<file path="src/rtl/gpio_port_pkg.sv">
package gpio_port_pkg;
  localparam logic [15:0] OFF_INPUT = 16'h0000;
  localparam logic [15:0] OFF_OUT_LO = 16'h6100;
  localparam logic [15:0] OFF_OUT_HI = 16'h6104;
  localparam logic [15:0] OFF_DIR_LO = 16'h6108;
  localparam logic [15:0] OFF_DIR_HI = 16'h610C;

  typedef enum logic [1:0] {
    SEL_NONE,
    SEL_INPUT,
    SEL_OUT,
    SEL_DIR
  } reg_sel_e;

  typedef struct packed {
    reg_sel_e sel;
    logic     bank;
  } reg_hit_t;
endpackage

</file>
<file path="src/rtl/gpio_addr_decode.sv">
module gpio_addr_decode
  import gpio_port_pkg::*;
#(
  parameter int ADDR_W = 16
) (
  input  logic [ADDR_W-1:0] addr,
  output reg_hit_t          hit
);
  always_comb begin
    hit = '{sel: SEL_NONE, bank: 1'b0};
    if (addr == ADDR_W'(OFF_INPUT))       hit = '{sel: SEL_INPUT, bank: 1'b0};
    else if (addr == ADDR_W'(OFF_OUT_LO)) hit = '{sel: SEL_OUT,   bank: 1'b0};
    else if (addr == ADDR_W'(OFF_OUT_HI)) hit = '{sel: SEL_OUT,   bank: 1'b1};
    else if (addr == ADDR_W'(OFF_DIR_LO)) hit = '{sel: SEL_DIR,   bank: 1'b0};
    else if (addr == ADDR_W'(OFF_DIR_HI)) hit = '{sel: SEL_DIR,   bank: 1'b1};
  end
endmodule

</file>
<file path="src/rtl/gpio_masked_reg.sv">
module gpio_masked_reg #(
  parameter int          W    = 16,
  parameter logic [W-1:0] INIT = '0
) (
  input  logic         clk,
  input  logic         rst_n,
  input  logic         wr_en,
  input  logic [W-1:0] wmask,
  input  logic [W-1:0] wdata,
  output logic [W-1:0] q
);
  always_ff @(posedge clk or negedge rst_n) begin
    if (!rst_n)     q <= INIT;
    else if (wr_en) q <= (q & ~wmask) | (wdata & wmask);
  end
endmodule

</file>
<file path="src/rtl/gpio_in_sync.sv">
module gpio_in_sync #(
  parameter int W = 32
) (
  input  logic         clk,
  input  logic         rst_n,
  input  logic [W-1:0] d,
  output logic [W-1:0] q
);
  logic [W-1:0] stage1;

  always_ff @(posedge clk or negedge rst_n) begin
    if (!rst_n) begin
      stage1 <= '0;
      q      <= '0;
    end else begin
      stage1 <= d;
      q      <= stage1;
    end
  end
endmodule

</file>
<file path="src/rtl/gpio_dual_bank_port.sv">
module gpio_dual_bank_port
  import gpio_port_pkg::*;
#(
  parameter int          ADDR_W   = 16,
  parameter logic [31:0] OUT_INIT = 32'hA5A5_0F0F
) (
  input  logic              clk,
  input  logic              rst_n,
  input  logic [ADDR_W-1:0] bus_addr,
  input  logic              bus_wr,
  input  logic [31:0]       bus_wdata,
  output logic [31:0]       bus_rdata,
  input  logic [31:0]       pad_in,
  output logic [31:0]       pad_oe,
  output logic [31:0]       pad_out
);
  localparam int BANK_W    = 16;
  localparam int NUM_BANKS = 2;
  localparam int PIN_W     = BANK_W * NUM_BANKS;

  reg_hit_t           hit;
  logic [PIN_W-1:0]   in_sync;
  logic [BANK_W-1:0]  dir_q [NUM_BANKS];
  logic [BANK_W-1:0]  out_q [NUM_BANKS];
  logic [BANK_W-1:0]  wmask;
  logic [BANK_W-1:0]  wdata;

  assign wmask = bus_wdata[2*BANK_W-1:BANK_W];
  assign wdata = bus_wdata[BANK_W-1:0];

  gpio_addr_decode #(.ADDR_W(ADDR_W)) u_decode (
    .addr (bus_addr),
    .hit  (hit)
  );

  gpio_in_sync #(.W(PIN_W)) u_sync (
    .clk   (clk),
    .rst_n (rst_n),
    .d     (pad_in),
    .q     (in_sync)
  );

  for (genvar b = 0; b < NUM_BANKS; b++) begin : g_bank
    logic dir_we;
    logic out_we;
    assign dir_we = bus_wr && (hit.sel == SEL_DIR) && (hit.bank == 1'(b));
    assign out_we = bus_wr && (hit.sel == SEL_OUT) && (hit.bank == 1'(b));

    gpio_masked_reg #(.W(BANK_W), .INIT('0)) u_dir (
      .clk   (clk),
      .rst_n (rst_n),
      .wr_en (dir_we),
      .wmask (wmask),
      .wdata (wdata),
      .q     (dir_q[b])
    );

    gpio_masked_reg #(.W(BANK_W), .INIT(OUT_INIT[b*BANK_W +: BANK_W])) u_out (
      .clk   (clk),
      .rst_n (rst_n),
      .wr_en (out_we),
      .wmask (wmask),
      .wdata (wdata),
      .q     (out_q[b])
    );

    assign pad_oe[b*BANK_W +: BANK_W]  = dir_q[b];
    assign pad_out[b*BANK_W +: BANK_W] = out_q[b] & dir_q[b];
  end

  always_comb begin
    bus_rdata = '0;
    case (hit.sel)
      SEL_INPUT: bus_rdata = in_sync;
      SEL_OUT:   bus_rdata[BANK_W-1:0] = out_q[hit.bank];
      SEL_DIR:   bus_rdata[BANK_W-1:0] = dir_q[hit.bank];
      default:   bus_rdata = '0;
    endcase
  end
endmodule

</file>
<file path="config.mk">
export PLATFORM = sky130hd
export DESIGN_NAME = gpio_dual_bank_port
export DESIGN_NICKNAME = d
export VERILOG_FILES = /design/src/rtl/gpio_port_pkg.sv /design/src/rtl/gpio_addr_decode.sv /design/src/rtl/gpio_masked_reg.sv /design/src/rtl/gpio_in_sync.sv /design/src/rtl/gpio_dual_bank_port.sv
export SDC_FILE = /design/constraint.sdc
export NUM_CORES = 1
export LEC_CHECK = 0
export ABC_AREA = 0
export BUFFER_PORTS_ARGS = -buffer_cell sky130_fd_sc_hd__buf_2
export CAP_MARGIN = 10
export CORE_MARGIN = 2
export CORE_UTILIZATION = 51
export DETAILED_ROUTE_END_ITERATION = 8
export PLACE_DENSITY = 0.86
export SYNTH_ARGS = -nofsm -noshare
export SYNTH_HDL_FRONTEND = slang
export SYNTH_HIERARCHICAL = 1
export SYNTH_SLANG_ARGS = --single-unit
</file>
<file path="constraint.sdc">
create_clock -name clk -period 2.9 [get_ports clk]
set_input_delay 0.58 -clock clk [delete_from_list [all_inputs] [get_ports clk]]
set_output_delay 0.58 -clock clk [all_outputs]
set_load 0.02 [all_outputs]
</file>
After elaboration in Yosys (flattened, before gate mapping)

Index checks and enable logic that the tools add are counted.

Flip-flop bits (word level): 128
Input port bits: 83
Output and inout bits: 96
Word-level logic and storage cells: 48

$lt $le $gt $ge: 1
Equality and inequality tests: 7
Mux-type cells: 13
Bitwise logic cells: 14
Reduce and logical (&&, ||, !) cells: 7

Operators with widths:

| kind                                                                    | count |
|---|---|
| 16-bit AND                                                              | 7 |
| 16-bit two-way mux                                                      | 7 |
| 16-bit by 15-bit equality test with 1-bit output, second input constant | 4 |
| 16-bit bitwise OR                                                       | 4 |
| 16-bit case mux with 3 select lines                                     | 1 |
| 16-bit logical NOT                                                      | 1 |
| 16-bit NOT                                                              | 1 |
| 3-bit two-way mux                                                       | 5 |
| 1-bit logical AND                                                       | 6 |
| 2-bit equality test, second input constant                              | 2 |
| 2-bit by 1-bit equality test with 1-bit output, second input constant   | 1 |
| 2-bit >= comparator, second input constant                              | 1 |
| 1-bit NOT with 2-bit output                                             | 1 |
| 1-bit NOT                                                               | 1 |

Logic depth before layout (Yosys ltp)

Depth after elaboration: 11
Gate-level depth with buffers: 12
Mapped depth without buffers: 7

Modules after synthesis

Netlist, hierarchy kept.

Modules (own cells, without submodules):

| module                                 | instances | cells each | area each (sq um) | seq. area each (sq um) |
|---|---|---|---|---|
| gpio_in_sync                           | 1         | 64         | 1601.5            | 1601.5 |
| gpio_masked_reg at g_bank[0].u_out ... | 2         | 50         | 710.7             | 410.4 |
| gpio_masked_reg at g_bank[0].u_dir ... | 2         | 50         | 700.7             | 400.4 |
| gpio_dual_bank_port                    | 1         | 149        | 1067.3            | 0.0 |
| gpio_addr_decode                       | 1         | 11         | 62.6              | 0.0 |

Worst setup path after synthesis

No wires, ideal clock.

Kind: input port to output port
From: in bus_addr[0]
To: out bus_rdata[10]
Arrival time: 1970 ps
Data required time: 2320 ps
Path slack: 350 ps
Stages on the path: 7
Buffers on the path: 2
Path through: nor4_1 nand3_1 nor3_1 buf_6 buf_4 mux2i_1 o21bai_1

RTL lines:

| element     | line                      | RTL |
|---|---|---|
| from (decl) | gpio_dual_bank_port.sv:9  | `input logic [ADDR_W-1:0] bus_addr,` |
| to (decl)   | gpio_dual_bank_port.sv:12 | `output logic [31:0] bus_rdata,` |

==> results.sh <==
export IMPL_status="finished with violations"
export IMPL_violations="negative setup slack"
export IMPL_track_usage=0.241
export IMPL_critical_path_cell_chain="buf_6 -> nor4_4 -> nand3_2 -> buf_6 -> a211oi_4 -> buf_6 -> buf_6 -> o21ai_0 -> a21oi_1 -> o21bai_4 -> buf_6"
export IMPL_final_core_util=0.724
export IMPL_diodes=0
export IMPL_clk_path_buf_depth=2
export IMPL_post_synth_cell_area_avg_um2=13.1
export IMPL_core_area_um2=10700
export IMPL_grt_antenna_before_repair=0
export IMPL_path_clk_slew_ps=70
export IMPL_synth_main_ff_cell="dfrtp_1"
export IMPL_rsz0062_at_grt="true"
export IMPL_fin_worst_skew_ps=5.35
export IMPL_routed_top_layer="met4"
export IMPL_synthCells=424
export IMPL_worst_path_largest_cell_delay_ps=290
export IMPL_finalMaxSlewViolations=0
export IMPL_leakagePower_nw=3.82
export IMPL_nets=717
export IMPL_nFillCells=716
export IMPL_min_period_over_period=1.00
export IMPL_io_buffers=178
export IMPL_setup_viol=3
export IMPL_drtAntennaViolNets=0
export IMPL_slew_headroom=0.432
export IMPL_cp_common_cell="buf_6"
export IMPL_powerDensity_nw_per_um2=527
export IMPL_hold_viol=0
export IMPL_ir_drop_mv=0.401
export IMPL_wl_per_cell_um=18.6
export IMPL_fin_crit_ps=2910
export IMPL_synthSimpleGateAreaFrac=0.114
export IMPL_dr_wl_met3_um=855
export IMPL_worst_pin_slew_ps=851
export IMPL_io_pins=179
export IMPL_fmax_mhz=343
export IMPL_dieHeight_um=108
export IMPL_totalWireLength_mm=14.7
export IMPL_syn_area_um2=5550
export IMPL_clk_latency_ps=520
export IMPL_async_flop_share=1.00
export IMPL_setup_ws_ps=-12.3
export IMPL_ctsHtreeMaxLevel=4
export IMPL_drive_gt1_frac=0.558
export IMPL_ys_types=24
export IMPL_cts_hold_buf=0
export IMPL_syn2layout_area_growth_pct=40.2
export IMPL_drt_pass1_iterations=5
export IMPL_yosys_register_bits=128
export IMPL_synth_edf_count=0
export IMPL_final_common_cell="buf_2"
export IMPL_synth_top_family_by_area="multiplexers"
export IMPL_startpoint="bus_addr[4]"
export IMPL_critPathLaunchType="input pin"
export IMPL_grt_overflow=0
export IMPL_path_class="in -> out"
export IMPL_die_area_um2=11700
export IMPL_cp_required_ps=2320
export IMPL_synth_seq_area_share=0.580
export IMPL_dp_hpwl_mm=9.41
export IMPL_cts_sinks=128
export IMPL_via_per_inst=5.28
export IMPL_end_kind="output pin"
export IMPL_rows=38
export IMPL_cts_made_buffers=17
export IMPL_die_x_um=108
export IMPL_muxShareOfSynthArea=0.214
export IMPL_drv_cap=0
export IMPL_synthXorXnorAreaFrac=0
export IMPL_layout_common_cells="buf_2 (157), dfrtp_1 (112), nand2_1 (66)"
export IMPL_cp_max_fo=6
export IMPL_grt_pass1_wl_mm=21.2
export IMPL_clock_root_buffer="clkbuf_8"
export IMPL_r2r_cells=1
export IMPL_cp_slowest_cell="nor4_4"
export IMPL_place_inst=743
export IMPL_start_util=0.517
export IMPL_routabilityCongestion=0.807
export IMPL_met2_length_mm=7.67
export IMPL_grt_pass1_vias=4262
export IMPL_synth_fa_ha_area_frac=0
export IMPL_cts_tree="done"
export IMPL_remaining_drc_errors=0
export IMPL_vias=4153
export IMPL_worstSetupEndpoint="bus_rdata[7]"
export IMPL_synth_compound_area_frac=0.0527
export IMPL_grt_max_degree=73
export IMPL_r2r_slack_ps=2050
export IMPL_wl_met1_mm=5.87
export IMPL_yosys_warnings=6
export IMPL_syn_num_nets=507
export IMPL_drt_iter0_drc=188
export IMPL_cp_data_arrival_time_ps=2330
export IMPL_fin_cells=787
export IMPL_hp_class="in -> async"
cell usage after synthesis (3+ instances only):
cell,number,share of area
and2_1,48,0.054
buf_6,10,0.020
nor2_1,6,0.0041
o21ai_0,15,0.014
buf_4,4,0.0054
mux2_2,24,0.049
mux2i_1,32,0.058
a21oi_1,16,0.014
o21bai_1,16,0.022
mux2_4,40,0.11
nor4_1,3,0.0034
nand2_1,66,0.045
dfrtp_1,112,0.50
dfstp_2,16,0.076
what timing repair did:
| item | CTS | global route |
|---|---|---|
| pin swaps | 5 | 11 |
| gates resized for setup | 10 | 78 |
| buffers inserted | 5 | 3 |
| endpoints found under the setup margin | 15 | 32 |
| gates cloned | 0 | 4 |
worst max-delay path, delay by kind of cell:
kind	cells	cell delay [ps]
AO/OA/AOI/OAI	4	580
AND/OR/NAND/NOR	2	460
buffers and inverters	5	710
stage by stage:
stage          hold WS, ps  setup TNS, ps  total power, mW  setup slack (ps)  instance area, um^2
2_1_floorplan          284              0             1.88               350                 5550
3_3_place_gp           332           -249             1.99             -60.2                 6710
3_5_place_dp           335          -1520             2.00              -120                 6710
4_1_cts               94.2          -4.78             4.12             -4.03                 7400
5_1_grt                105          -1210             4.24             -92.1                 7780
6_report              68.1          -21.8             4.10             -12.3                 7780
power by group:
part	total, mW	internal (mW)	switching, mW
Sequential	1.85	1.83	0.0137
Clock	2.12	1.28	0.848
Combinational	0.131	0.0500	0.0810
Total	4.10	3.16	0.943
cells by family (layout without fill, tap and decap cells):
group	count (synthesis)	count (layout)
AOI/OAI and AO/OA	49	49
buffers and inverters	21	243
DFF	128	128
muxes	96	96
and+or+nand+nor	130	131
routing by layer:
metal | global-route usage | vias to the layer above
met2 | 0.405 | 167
met5 | 0 | -
li1 | - | 1871
met4 | 0.0962 | 0
met1 | 0.296 | 2087
met3 | 0.0669 | 28
worst min-delay path by stage:
stage | startpoint | end | slack [ps] | cells past startpoint
finish | rst_n | asynchronous set/reset pin | 70 | 1
global route | rst_n | asynchronous set/reset pin | 100 | 1
CTS | rst_n | asynchronous set/reset pin | 90 | 1
detailed placement | u_sync/stage1[25] | u_sync/q[25] | 330 | 0
global placement | u_sync/stage1[30] | u_sync/q[30] | 330 | 0
floorplan | rst_n | asynchronous set/reset pin | 280 | 0
final cells by class:
class,instances,area [um^2],area share
flip-flops and latches,128,3220,0.414
clock buffers,18,428,0.0550
inverters,1,3.75,0.000482
multi-input cells,276,2370,0.304
clock inverters,14,168,0.0215
repair buffers,210,1420,0.182
well taps,140,175,0.0225
(Power assumes the default switching activity.)
